$ cat src/rtl/mstep_pkg.sv
package mstep_pkg;

   typedef struct packed {
      logic n;
      logic z;
      logic v;
      logic c;
   } mstep_flags_t;

   localparam mstep_flags_t MSTEP_FLAGS_CLEAR = '{n: 1'b0, z: 1'b0, v: 1'b0, c: 1'b0};

endpackage

$ cat src/rtl/mstep_prep.sv
module mstep_prep #(
   parameter int W = 32
) (
   input  logic [W-1:0] opa,
   input  logic [W-1:0] opb,
   input  logic [W-1:0] y_in,
   input  logic         sign_fold,
   output logic [W-1:0] shifted,
   output logic [W-1:0] addend,
   output logic [W-1:0] y_next
);
   localparam int TOP = W - 1;

   always_comb begin
      shifted = {sign_fold, opa[TOP:1]};
      addend  = y_in[0] ? opb : '0;
      y_next  = {opa[0], y_in[TOP:1]};
   end

endmodule

$ cat src/rtl/mstep_adder.sv
module mstep_adder
   import mstep_pkg::*;
#(
   parameter int W      = 32,
   parameter bit RIPPLE = 1'b0
) (
   input  logic [W-1:0]  a,
   input  logic [W-1:0]  b,
   output logic [W-1:0]  sum,
   output mstep_flags_t  flags
);
   localparam int TOP = W - 1;

   logic carry_out;
   logic ovf;

   generate
      if (RIPPLE) begin : g_ripple
         logic [W:0] cy;
         assign cy[0] = 1'b0;
         for (genvar i = 0; i < W; i++) begin : g_bit
            assign sum[i]  = a[i] ^ b[i] ^ cy[i];
            assign cy[i+1] = (a[i] & b[i]) | (cy[i] & (a[i] ^ b[i]));
         end
         assign carry_out = cy[W];
         assign ovf       = cy[W] ^ cy[TOP];
      end else begin : g_behav
         logic [W:0] wide;
         assign wide      = {1'b0, a} + {1'b0, b};
         assign sum       = wide[TOP:0];
         assign carry_out = wide[W];
         assign ovf       = (a[TOP] == b[TOP]) && (wide[TOP] != a[TOP]);
      end
   endgenerate

   always_comb begin
      flags.n = sum[TOP];
      flags.z = (sum == '0);
      flags.v = ovf;
      flags.c = carry_out;
   end

endmodule

$ cat src/rtl/mulstep_unit.sv
module mulstep_unit
   import mstep_pkg::*;
#(
   parameter int W      = 32,
   parameter bit RIPPLE = 1'b0
) (
   input  logic         clk,
   input  logic         rst_n,
   input  logic         en,
   input  logic [W-1:0] opa,
   input  logic [W-1:0] opb,
   input  logic [W-1:0] y_in,
   input  logic         flag_n,
   input  logic         flag_v,
   output logic [W-1:0] rd_q,
   output logic [W-1:0] y_q,
   output logic         n_q,
   output logic         z_q,
   output logic         v_q,
   output logic         c_q
);
   localparam int TOP = W - 1;

   initial begin
      assert (W >= 2) else $error("mulstep_unit: W must be at least 2");
   end

   logic [W-1:0] shifted;
   logic [W-1:0] addend;
   logic [W-1:0] y_next;
   logic [W-1:0] sum;
   mstep_flags_t flags_next;
   mstep_flags_t flags_q;

   mstep_prep #(.W(W)) u_prep (
      .opa       (opa),
      .opb       (opb),
      .y_in      (y_in),
      .sign_fold (flag_n ^ flag_v),
      .shifted   (shifted),
      .addend    (addend),
      .y_next    (y_next)
   );

   mstep_adder #(.W(W), .RIPPLE(RIPPLE)) u_add (
      .a     (shifted),
      .b     (addend),
      .sum   (sum),
      .flags (flags_next)
   );

   always_ff @(posedge clk or negedge rst_n) begin
      if (!rst_n) begin
         rd_q    <= '0;
         y_q     <= '0;
         flags_q <= MSTEP_FLAGS_CLEAR;
      end else if (en) begin
         rd_q    <= sum;
         y_q     <= y_next;
         flags_q <= flags_next;
      end
   end

   assign n_q = flags_q.n;
   assign z_q = flags_q.z;
   assign v_q = flags_q.v;
   assign c_q = flags_q.c;

   AST_HOLD_WHEN_IDLE: assert property (@(posedge clk) disable iff (!rst_n)
      !en |=> ($stable(rd_q) && $stable(y_q) && $stable(flags_q))) else $error("hold");

   AST_Y_TOP_BIT: assert property (@(posedge clk) disable iff (!rst_n)
      en |=> (y_q[TOP] == $past(opa[0]))) else $error("y top");

   AST_Y_SHIFT: assert property (@(posedge clk) disable iff (!rst_n)
      en |=> (y_q[TOP-1:0] == $past(y_in[TOP:1]))) else $error("y shift");

   AST_SIGN_FLAG: assert property (@(posedge clk) disable iff (!rst_n)
      en |=> (n_q == rd_q[TOP])) else $error("sign flag");

   AST_ZERO_FLAG: assert property (@(posedge clk) disable iff (!rst_n)
      en |=> (z_q == (rd_q == '0))) else $error("zero flag");

   AST_ADDEND_ZERO: assert property (@(posedge clk) disable iff (!rst_n)
      (en && !y_in[0]) |=> ((rd_q == {$past(flag_n ^ flag_v), $past(opa[TOP:1])}) && !c_q && !v_q))
      else $error("zero addend");

endmodule

$ cat config.mk
export PLATFORM = sky130hd
export DESIGN_NAME = mulstep_unit
export DESIGN_NICKNAME = d
export VERILOG_FILES = /design/src/rtl/mstep_pkg.sv /design/src/rtl/mstep_prep.sv /design/src/rtl/mstep_adder.sv /design/src/rtl/mulstep_unit.sv
export SDC_FILE = /design/constraint.sdc
export NUM_CORES = 1
export LEC_CHECK = 0
export BUFFER_PORTS_ARGS = -buffer_cell sky130_fd_sc_hd__buf_4
export CORE_MARGIN = 3
export CORE_UTILIZATION = 46
export CTS_BUF_LIST = sky130_fd_sc_hd__clkbuf_4
export DETAILED_ROUTE_END_ITERATION = 8
export PLACE_DENSITY = 0.77
export SKIP_LAST_GASP = 1
export SYNTH_ARGS = -nofsm -noshare
export SYNTH_HDL_FRONTEND = slang
export SYNTH_SLANG_ARGS = --single-unit
$ cat constraint.sdc
create_clock -name clk -period 0.8 [get_ports clk]
set_clock_uncertainty 0.05 [all_clocks]
set_input_delay 0.08 -clock clk [delete_from_list [all_inputs] [get_ports clk]]
set_output_delay 0.08 -clock clk [all_outputs]
set_load 0.005 [all_outputs]
==> flow_summary.ini, run 1 <==
[floorplan]
effective_utilization_at_floorplan_pct = 47.9
fp.dieH_um = 105
fp.dieW_um = 105
row_count = 35
top_level_ports = 169

[timing]
worst_endpoint_kind = register input
endpoint_with_the_least_setup_slack_after_the_last_global_route_repair = z_q$_DFFE_PN0P_/D

[yosys]
netlist.area_leader.share_pct = 37.3
synth.yosys.warnings = 0
synth_ff_type = sky130_fd_sc_hd__dfrtp_1
synth_edf_count = 0
synth-seq-cells = 67
mappedNetlistArea_sq_um = 4490
avgSynthCellArea_sq_um = 10.3
async_reset_ff_share_pct = 100
post_synth_main_area_contributors = sky130_fd_sc_hd__dfrtp_1 37%, sky130_fd_sc_hd__mux2_2 15%, sky130_fd_sc_hd__ha_1 8.9%, sky130_fd_sc_hd__and2_1 4.5%, sky130_fd_sc_hd__a21oi_1 4.1%
ys_types = 56
basic_gate_share_of_the_synthesized_area_counting_and_or_nand_and_nor_cells_pct = 14.1
sequential_fraction_of_the_synthesis_area_pct = 37.3
dominant_combinational_cell_family_by_area_after_synthesis = compound AO/OA/AOI/OAI gates
synth_fp_nets = 570
xor_and_xnor_area_share_after_synthesis_pct = 5.66
synthAdderAreaFrac_pct = 9.36
muxShareOfSynthArea_pct = 15.5
postSynthCellCount = 436
synth_top_area_cell = sky130_fd_sc_hd__dfrtp_1
synth-compound-area-share_pct = 16.0

[placement]
place.gp.congestion = 0.936
place.detailed.instances = 863
dp.final_hpwl_um = 11600
area_post_placement_sq_um = 7210
port-buffer-count = 168

[global_route]
grt_max_degree = 42

[status]
error = [ERROR DPL-0038] Utilization greater than 100%, impossible to legalize
haltStage = global routing (5_1_grt)
status = stopped before the end

[clock_tree]
cts_max_level = 3
numCtsBuffers = 9
root_driver = sky130_fd_sc_hd__clkbuf_4
max-clock-path-buffers = 2
cts_sink_cnt = 67
==> cells by family after synthesis <==
| group | count (synthesis) |
|---|---|
| multiplexers | 62 |
| flip-flops | 67 |
| XOR/XNOR | 29 |
| adder cells (fa/ha/maj) | 33 |
| AO/OA/AOI/OAI | 104 |
| buffers and inverters | 20 |
| AND/OR/NAND/NOR | 121 |
==> stage by stage <==
| stage | hold slack (ps) | worst slack, ps | utilization [%] | setup TNS, ps |
|---|---|---|---|---|
| after detailed placement | -127 | -2130 | 77.0 | -68570 |
| after global placement | -130 | -2000 | 77.0 | -66250 |
| after CTS | -40.1 | -1470 | 92.5 | -59280 |
| after floorplan | -266 | -1710 | - | -45110 |
==> timing repair <==
item                                    4_1_cts
hold buffers                                 33
buffers inserted                             29
pin swaps                                    31
endpoints found under the setup margin      134
resized for setup                           169
hold endpoints to repair                    100
cloned                                        2
==> synthesized netlist by cell type, drive strengths merged (3+ instances only) <==
| library cell | n |
|---|---|
| buf | 9 |
| clkbuf | 8 |
| and2 | 32 |
| o211ai | 3 |
| a21oi | 41 |
| nor2b | 4 |
| nand3 | 6 |
| xnor2 | 18 |
| a211oi | 3 |
| a2111oi | 5 |
| mux2 | 61 |
| inv | 3 |
| ha | 32 |
| xor2 | 11 |
| o21a | 7 |
| nor2 | 30 |
| nand4 | 5 |
| nand2 | 23 |
| dfrtp | 67 |
| o21ai | 22 |
| a21o | 7 |
| nor3 | 5 |
| nor4 | 5 |
==> run 2: changes to the inputs <==
- CORE_UTILIZATION: 46 -> 40
- CTS_BUF_LIST: sky130_fd_sc_hd__clkbuf_4 -> unset
- PLACE_DENSITY: 0.77 -> unset
- PLACE_DENSITY_LB_ADDON: unset -> 0.15
- clock period: 0.8 -> 1 ns (I/O delays scaled with it)
==> flow_summary.ini, run 2 <==
[finish]
final_cell_area_sq_um = 8890
filler_cell_count = 615
finalNetCount = 932
layout-drive-gt1-share_pct = 66.6
mostFrequentLayoutCells = 250 x sky130_fd_sc_hd__buf_4, 79 x sky130_fd_sc_hd__buf_6, 67 x sky130_fd_sc_hd__dfrtp_1
utilization_pct = 81.7
area_growth_pct = 98.1
insertedDiodeCount = 0
leading_cell_type_in_the_layout_fill_and_taps_excluded = sky130_fd_sc_hd__buf_4
largest_registers = rd_q x32, y_q x32

[placement]
dp.final_hpwl_um = 11100
port-buffer-count = 168
place.gp.congestion = 0.954
area_post_placement_sq_um = 7040

[floorplan]
die-area_sq_um = 12500
top_level_ports = 169
fp.dieH_um = 112
row_count = 38
effective_utilization_at_floorplan_pct = 41.2
fp.dieW_um = 112
core_sq_um = 10900

[yosys]
postSynthCellCount = 436
synth_fp_nets = 570
synth-seq-cells = 67
avgSynthCellArea_sq_um = 10.3
synth_common_cells = 67 x sky130_fd_sc_hd__dfrtp_1, 61 x sky130_fd_sc_hd__mux2_2, 37 x sky130_fd_sc_hd__a21oi_1
async_reset_ff_share_pct = 100
synth_top_area_cell = sky130_fd_sc_hd__dfrtp_1
synth.most_common_cell = sky130_fd_sc_hd__dfrtp_1
mappedNetlistArea_sq_um = 4490
ys_types = 56
synth.yosys.warnings = 0
post_synth_main_area_contributors = sky130_fd_sc_hd__dfrtp_1 37%, sky130_fd_sc_hd__mux2_2 15%, sky130_fd_sc_hd__ha_1 8.9%, sky130_fd_sc_hd__and2_1 4.5%, sky130_fd_sc_hd__a21oi_1 4.1%
netlist.area_leader.share_pct = 37.3
synth_edf_count = 0
synth_ff_type = sky130_fd_sc_hd__dfrtp_1
sequential_fraction_of_the_synthesis_area_pct = 37.3

[worst_setup_path]
critical_path_required_ps = 1200
path_cells = buf_12 > and2_4 > ha_4 > fa_2 > a211oi_4 > o21ai_2 > a21oi_2 > o2111ai_2 > nand2_2 > a31oi_4 > xor2_2 > nor4b_2 > nand4_1 > o21ai_1
worstSetupPathType = primary input to flop
worst-r2r-setup-slack_ps = -40
worst_path_largest_cell_delay_ps = 390
arrival_ps = 2950
worst_setup_path_start_kind = primary input
worstSetupEndpoint = z_q
cpMaxStageDelayCell = sky130_fd_sc_hd__fa_2
reg2reg_from = rd_q[15]
cp_max_fo = 5
critPathLaunch = y_in[0]
critical_path.reg2reg.endpoint = rd_q[15]
ff2ff_path_depth = 2
crit_path_end_kind = flop

[drt]
detail-route-antenna-nets = 0
drt_wl_total_um = 17900
first_pass_iters = 5
vias_per_cell = 5.35
routed_wire_length_per_instance_um = 19.0
route.vias.total = 5041
post-route-drc-count = 0
drt_first_iter_violations = 260

[clock_tree]
root_driver = sky130_fd_sc_hd__clkbuf_8
clock_latency_ps = 340
cts_tree = yes
numCtsBuffers = 9
cts_max_level = 3
max-clock-path-buffers = 2
cts.clk_slew.worst_paths_ps = 80
cts_sink_cnt = 67

[timing]
fin_ws_ps = -1750
grt_setup_unrepaired = yes
timing.final.setup_violations = 94
slew_headroom_pct = 61.1
slew_at_the_pin_closest_to_its_max_slew_limit_ps = 569
final.min_clock_period_ps = 2750
maxSlewViolCount = 0
timing.fmax_mhz = 364
final_min_period_over_clock_period_pct = 275
final-hold-violation-count = 0

[global_route]
gr-total-overflow = 0
number_of_antenna_violations_at_the_first_check_in_global_routing = 0
grt_first_pass_wirelength_um = 26500
first_global_vias = 5348
grt_max_degree = 47
grt_util_all_layers_pct = 26.1

[flow_run]
maxCapViolCount = 0

[power_and_ir_drop]
power.static_leakage_nw = 4.14
p_per_area_nw_per_um2 = 1290
vdd_ir_drop_max_uv = 1010
post-layout-total-power_mw = 11.4

[status]
status = finished with violations
failed_checks = setup timing

[min_path]
min-delay-path-class = primary input to flop
## run 2: cell counts after synthesis
No cell type changed its count.
## run 2: logic make-up (layout without fill, tap and decap cells)
kind of cell / count (synthesis) / in the layout / synth area share, %
AND/OR/NAND/NOR: 121 / 121 / 14.1
AO/OA/AOI/OAI: 104 / 104 / 16.0
flip-flops: 67 / 67 / 37.3
multiplexers: 62 / 62 / 15.5
adder cells (fa/ha/maj): 33 / 33 / 9.36
XOR/XNOR: 29 / 29 / 5.66
buffers and inverters: 20 / 387 / 1.95
## run 2: area by class of cell
type                    count  area (sq um)  area share, %
clock buffers              10           138           1.55
multi-input cells         349          3560           40.0
inverters                   3          11.3          0.127
clock inverters             6          93.8           1.06
repair buffers            368          3240           36.4
well taps                 140           175           1.97
flip-flops and latches     67          1680           18.8
## run 2: worst min-delay path by stage
stage	depth (start not counted)	from	end
floorplan	0	rst_n	c_q
global placement	1	rst_n	y_q[5]
detailed placement	1	rst_n	y_q[2]
CTS	3	opa[1]	rd_q[0]
global route	3	opa[1]	rd_q[0]
finish	3	opa[1]	rd_q[0]
## run 2: critical path, delay by kind of cell
family | cells | cell delay [ps]
fa+ha+maj | 2 | 550
compound gates | 6 | 1140
buf+inv | 1 | 110
simple gates | 4 | 860
xor+xnor | 1 | 190
## run 2: routing by layer
layer / up-vias / GRT usage (%) / wire length [um]
met2: 202 / 47.8 / 9710
li1: 2314 / - / -
met3: 56 / 5.16 / 919
met4: 0 / 10.7 / 705
met5: - / 0 / 0
met1: 2469 / 29.7 / 6580
## run 2: timing repair
action                                  CTS  global route
hold buffers                             33             0
gates cloned                              1             1
setup buffers                            39            17
resized for setup                       162            33
endpoints found under the hold margin    99             0
pin swaps                                67            22
endpoints found under the setup margin  109           107
## run 2: power breakdown
part / leakage [nW] / switching, mW / internal (mW) / total, mW
logic: 3.24 / 2.06 / 3.22 / 5.28
clock network: 0.114 / 1.11 / 1.50 / 2.61
registers: 0.787 / 0.388 / 3.15 / 3.54
## run 2: stage by stage
step           hold slack [ps]  instances  setup slack (ps)  TNS [ps]
2_1_floorplan             -246        436             -1530    -36490
3_3_place_gp             -48.9        848             -1850    -49520
3_5_place_dp             -49.3        848             -1910    -51660
4_1_cts                   72.9        929             -1410    -35150
5_1_grt                    100        943             -1760    -42100
6_report                   108        943             -1750    -38010
Note: power is estimated with default switching activity, not from simulation.
==> run 3: changes to the inputs <==
- RECOVER_POWER: unset -> 100
==> flow_summary.ini, run 3 (synthesized netlist as in run 2, its figures left out) <==
[status]
status = finished with violations
failed_checks = setup timing

[power_and_ir_drop]
power_frac_clock_pct = 22.9
vdd_ir_drop_max_uv = 1010
power_frac_seq_pct = 31.0
p_int_mw = 7.85
share_of_total_power_consumed_by_net_switching_pct = 31.3
net-switching-power_mw = 3.57
comb_power_share_pct = 46.1
post-layout-total-power_mw = 11.4
power.static_leakage_nw = 4.12
p_per_area_nw_per_um2 = 1290

[clock_tree]
max-clock-path-buffers = 2
root_driver = sky130_fd_sc_hd__clkbuf_8
clock_latency_ps = 340
cts_max_level = 3
numCtsBuffers = 9
cts_tree = yes
cts.clk_slew.worst_paths_ps = 80
cts_sink_cnt = 67

[drt]
post-route-drc-count = 0
routed_wire_length_per_instance_um = 19.0
first_pass_iters = 5
detail-route-antenna-nets = 0
drt_first_iter_violations = 238
route.vias.total = 5038
vias_per_cell = 5.34
drt_wl_total_um = 17900

[worst_setup_path]
cp_max_fo = 5
crit_path_end_kind = flop
cpMaxStageDelayCell = sky130_fd_sc_hd__fa_2
critical_path_required_ps = 1200
worstSetupPathType = primary input to flop
worst_path_largest_cell_delay_ps = 390
path_cells = buf_12 > and2_4 > ha_4 > fa_2 > a211oi_4 > o21ai_2 > a21oi_2 > o2111ai_2 > nand2_2 > a31oi_4 > xor2_2 > nor4b_2 > nand4_1 > o21ai_1
arrival_ps = 2940
worst_setup_path_start_kind = primary input

[finish]
leading_cell_type_in_the_layout_fill_and_taps_excluded = sky130_fd_sc_hd__buf_4
mostFrequentLayoutCells = 234 x sky130_fd_sc_hd__buf_4, 82 x sky130_fd_sc_hd__buf_6, 67 x sky130_fd_sc_hd__dfrtp_1
largest_registers = rd_q x32, y_q x32
insertedDiodeCount = 0
layout-drive-gt1-share_pct = 66.6
finalNetCount = 932
area_growth_pct = 97.3

[timing]
final-hold-violation-count = 0
final.min_clock_period_ps = 2740
final_min_period_over_clock_period_pct = 274
slew_at_the_pin_closest_to_its_max_slew_limit_ps = 584
maxSlewViolCount = 0
timing.fmax_mhz = 365
totalNegativeSetupSlack_ps = -37960
slew_headroom_pct = 60.0
grt_setup_unrepaired = yes
timing.final.setup_violations = 95
fin_ws_ps = -1740

[placement]
port-buffer-count = 168
place.gp.congestion = 0.954
dp.final_hpwl_um = 11100

[floorplan]
top_level_ports = 169
fp.dieW_um = 112
core_sq_um = 10900
effective_utilization_at_floorplan_pct = 41.2
die-area_sq_um = 12500
fp.dieH_um = 112
row_count = 38

[min_path]
min-delay-path-class = primary input to flop

[global_route]
grt_first_pass_wirelength_um = 26500
gr-total-overflow = 0
grt_util_all_layers_pct = 26.1
number_of_antenna_violations_at_the_first_check_in_global_routing = 0
grt_max_degree = 47
first_global_vias = 5348

[flow_run]
maxCapViolCount = 0
-- run 3: cell count changes in the layout (fill, tap and decap cells not counted), sizes merged --
cell,change
buf,-16
clkbuf,+16
-- run 3: final timing paths --
path | start | to | slack, ps | cells past startpoint
max in group asynchronous | rst_n | y_q[16] | 70 | 3
min reg2reg | rd_q[19] | rd_q[19] | 480 | 1
min in group asynchronous | rst_n | y_q[5] | 210 | 2
max | y_in[0] | z_q | -1740 | 14
min | opa[1] | rd_q[0] | 110 | 3
max reg2reg | rd_q[15] | rd_q[15] | -40 | 2
-- run 3: per-layer routing --
metal,wire length (um),global-route usage (%),vias up
met2,9630,47.8,227
met1,6500,29.7,2439
li1,-,-,2313
met5,0,0,-
met3,1050,5.16,59
met4,746,10.7,0
-- run 3: layout make-up --
cell class	count	area, sq um
clock inverter	6	93.8
tap	140	175
inverter	3	11.3
sequential	67	1680
multi-input combinational	349	3560
clock buffer	10	138
timing repair buffer	368	3200
fill	620	2030
-- run 3: what timing repair did --
item | CTS | global route
setup buffers | 39 | 17
cloned | 1 | 1
hold buffers | 33 | 0
setup endpoints to repair | 109 | 107
gates resized for setup | 162 | 33
hold endpoints to repair | 99 | 0
pin swaps | 67 | 22
-- run 3: stage by stage --
step	worst slack (ps)	utilization (%)	instances	hold WS (ps)	instance area [sq um]
floorplan	-1530	-	436	-246	4780
global placement	-1850	64.7	848	-48.9	7040
detailed placement	-1910	64.7	848	-49.3	7040
CTS	-1410	79.0	929	72.9	8600
global route	-1760	81.3	943	100	8860
finish	-1740	81.3	943	107	8860
-- run 3: power groups by stage --
stage / sequential (mW) / combinational [mW] / clock, mW
detailed placement: 3.47 / 3.82 / 0
floorplan: 3.45 / 1.68 / 0
finish: 3.54 / 5.26 / 2.62
CTS: 3.51 / 4.87 / 2.64
global placement: 3.45 / 3.76 / 0
global route: 3.58 / 5.56 / 2.81
-- run 3: critical path: cells and delay by family --
kind,cells,cell delay (ps)
AO/OA/AOI/OAI,6,1140
AND/OR/NAND/NOR,4,860
adder cells (fa/ha/maj),2,550
XOR/XNOR,1,190
buffers and inverters,1,110
==> run 4: changes to the inputs <==
- CELL_PAD_IN_SITES_DETAIL_PLACEMENT: unset -> 0
- CELL_PAD_IN_SITES_GLOBAL_PLACEMENT: unset -> 1
- CORE_UTILIZATION: 40 -> 37
- SLEW_MARGIN: unset -> 20
==> flow_summary.ini, run 4 (synthesized netlist as in run 2, its figures left out) <==
[status]
status = finished with violations
failed_checks = setup timing

[floorplan]
row_count = 39
top_level_ports = 169
fp.dieH_um = 116
die-area_sq_um = 13500
core_sq_um = 11600
effective_utilization_at_floorplan_pct = 38.7
fp.dieW_um = 116

[worst_setup_path]
cpMaxStageDelayCell = sky130_fd_sc_hd__ha_4
worst-r2r-setup-slack_ps = 30
most_frequent_cell_on_the_critical_path = sky130_fd_sc_hd__buf_4
arrival_ps = 2640
worst_path_largest_cell_delay_ps = 290
crit_path_end_kind = flop
worst_setup_path_start_kind = primary input
cp_max_fo = 5
critical_path_buf_inv_count = 4
worstSetupPathType = primary input to flop
critical_path_required_ps = 1170
path_cells = buf_12 > and2_4 > ha_4 > nand4_1 > nor2_2 > o211ai_1 > buf_4 > a211oi_2 > buf_4 > o211ai_1 > a21oi_2 > buf_4 > xnor2_2 > nor2_1 > mux2_2
cp_top_family = compound AO/OA/AOI/OAI gates

[drt]
vias_per_cell = 5.14
routed_wire_length_per_instance_um = 18.5
drt_wl_total_um = 17500
post-route-drc-count = 0
drt_first_iter_violations = 221
detail-route-antenna-nets = 0
first_pass_iters = 4
route.vias.total = 4874

[finish]
mostFrequentLayoutCells = 217 x sky130_fd_sc_hd__buf_4, 87 x sky130_fd_sc_hd__buf_6, 67 x sky130_fd_sc_hd__dfrtp_1
leading_cell_type_in_the_layout_fill_and_taps_excluded = sky130_fd_sc_hd__buf_4
final_cell_area_sq_um = 8960
largest_registers = rd_q x32, y_q x32
filler_cell_count = 735
layout-drive-gt1-share_pct = 65.3
area_growth_pct = 99.5
utilization_pct = 77.1
finalNetCount = 934

[clock_tree]
numCtsBuffers = 9
cts_tree = yes
root_driver = sky130_fd_sc_hd__clkbuf_16
clock_latency_ps = 330
cts.clk_slew.worst_paths_ps = 50
cts_sink_cnt = 67
max-clock-path-buffers = 2
cts_max_level = 3

[global_route]
gr-total-overflow = 0
number_of_antenna_violations_at_the_first_check_in_global_routing = 0
first_global_vias = 5181
grt_util_all_layers_pct = 24.9
grt_max_degree = 43
grt_first_pass_wirelength_um = 26000

[timing]
maxSlewViolCount = 0
final.min_clock_period_ps = 2470
fin_ws_ps = -1470
grt_setup_unrepaired = yes
timing.final.setup_violations = 68
slew_at_the_pin_closest_to_its_max_slew_limit_ps = 613
slew_headroom_pct = 59.1
final_min_period_over_clock_period_pct = 247
final-hold-violation-count = 0
timing.fmax_mhz = 404

[power_and_ir_drop]
power_frac_clock_pct = 27.1
comb_power_share_pct = 43.3
power.static_leakage_nw = 4.17
p_int_mw = 8.28
power_frac_seq_pct = 29.6
post-layout-total-power_mw = 11.9
p_per_area_nw_per_um2 = 1330
net-switching-power_mw = 3.62
share_of_total_power_consumed_by_net_switching_pct = 30.4
vdd_ir_drop_max_uv = 1330

[min_path]
min-delay-path-class = primary input to flop

[placement]
dp.final_hpwl_um = 11300
port-buffer-count = 168
area_post_placement_sq_um = 7070
place.gp.congestion = 0.877

[flow_run]
maxCapViolCount = 0
==> run 4: path summary, 6_finish.rpt <==
| kind | to | start | cells past startpoint |
|---|---|---|---|
| max in group asynchronous | y_q[14] | rst_n | 3 |
| worst max-delay path | v_q | y_in[0] | 15 |
| min in group asynchronous | y_q[3] | rst_n | 2 |
| worst min register to register | y_q[1] | y_q[1] | 1 |
| worst min-delay path | rd_q[0] | opa[1] | 3 |
| worst max register to register | rd_q[30] | rd_q[30] | 2 |
==> run 4: layout make-up <==
type	count	area, sq um	share of cell area [%]
clock inverters	6	65.1	0.726
diodes	1	2.50	0.0279
multi-input cells	349	3500	39.0
well taps	143	179	2.00
repair buffers	370	3300	36.8
clock buffers	10	229	2.56
flip-flops and latches	67	1680	18.7
inverters	3	11.3	0.126
==> run 4: per-stage QoR <==
step                      setup slack (ps)  hold slack, ps  TNS (ps)  std cells
after global placement               -1830           -35.4    -51240        854
after floorplan                      -1530            -246    -36490        436
after global routing                 -1560             120    -40580        948
after CTS                            -1410             105    -33580        931
after detailed placement             -1860           -32.8    -52570        854
final                                -1470             120    -34500        949
==> run 4: what timing repair did <==
item,4_1_cts,5_1_grt
pin swaps,57,56
endpoints found under the hold margin,99,0
hold buffers,33,0
buffers inserted,32,24
cloned,2,1
resized for setup,140,53
setup endpoints to repair,108,108
==> run 4: power groups by stage <==
stage / registers (mW) / clock network (mW) / logic [mW]
floorplan: 3.45 / 0 / 1.68
global placement: 3.45 / 0 / 3.79
detailed placement: 3.47 / 0 / 3.83
CTS: 3.51 / 3.26 / 4.76
global route: 3.58 / 3.39 / 5.50
finish: 3.52 / 3.22 / 5.15
==> run 4: tightest hold or removal path, cell delays in order <==
cell	delay, ps
sky130_fd_sc_hd__buf_4	100
sky130_fd_sc_hd__ha_4	130
sky130_fd_sc_hd__mux2_2	130
==> run 4: layer usage <==
layer	track usage (%)	vias up	share of wire, %
li1	-	2321	-
met3	6.94	35	6.3
met1	29.9	2355	40
met4	7.66	0	2.3
met5	0	-	0
met2	43.5	163	51
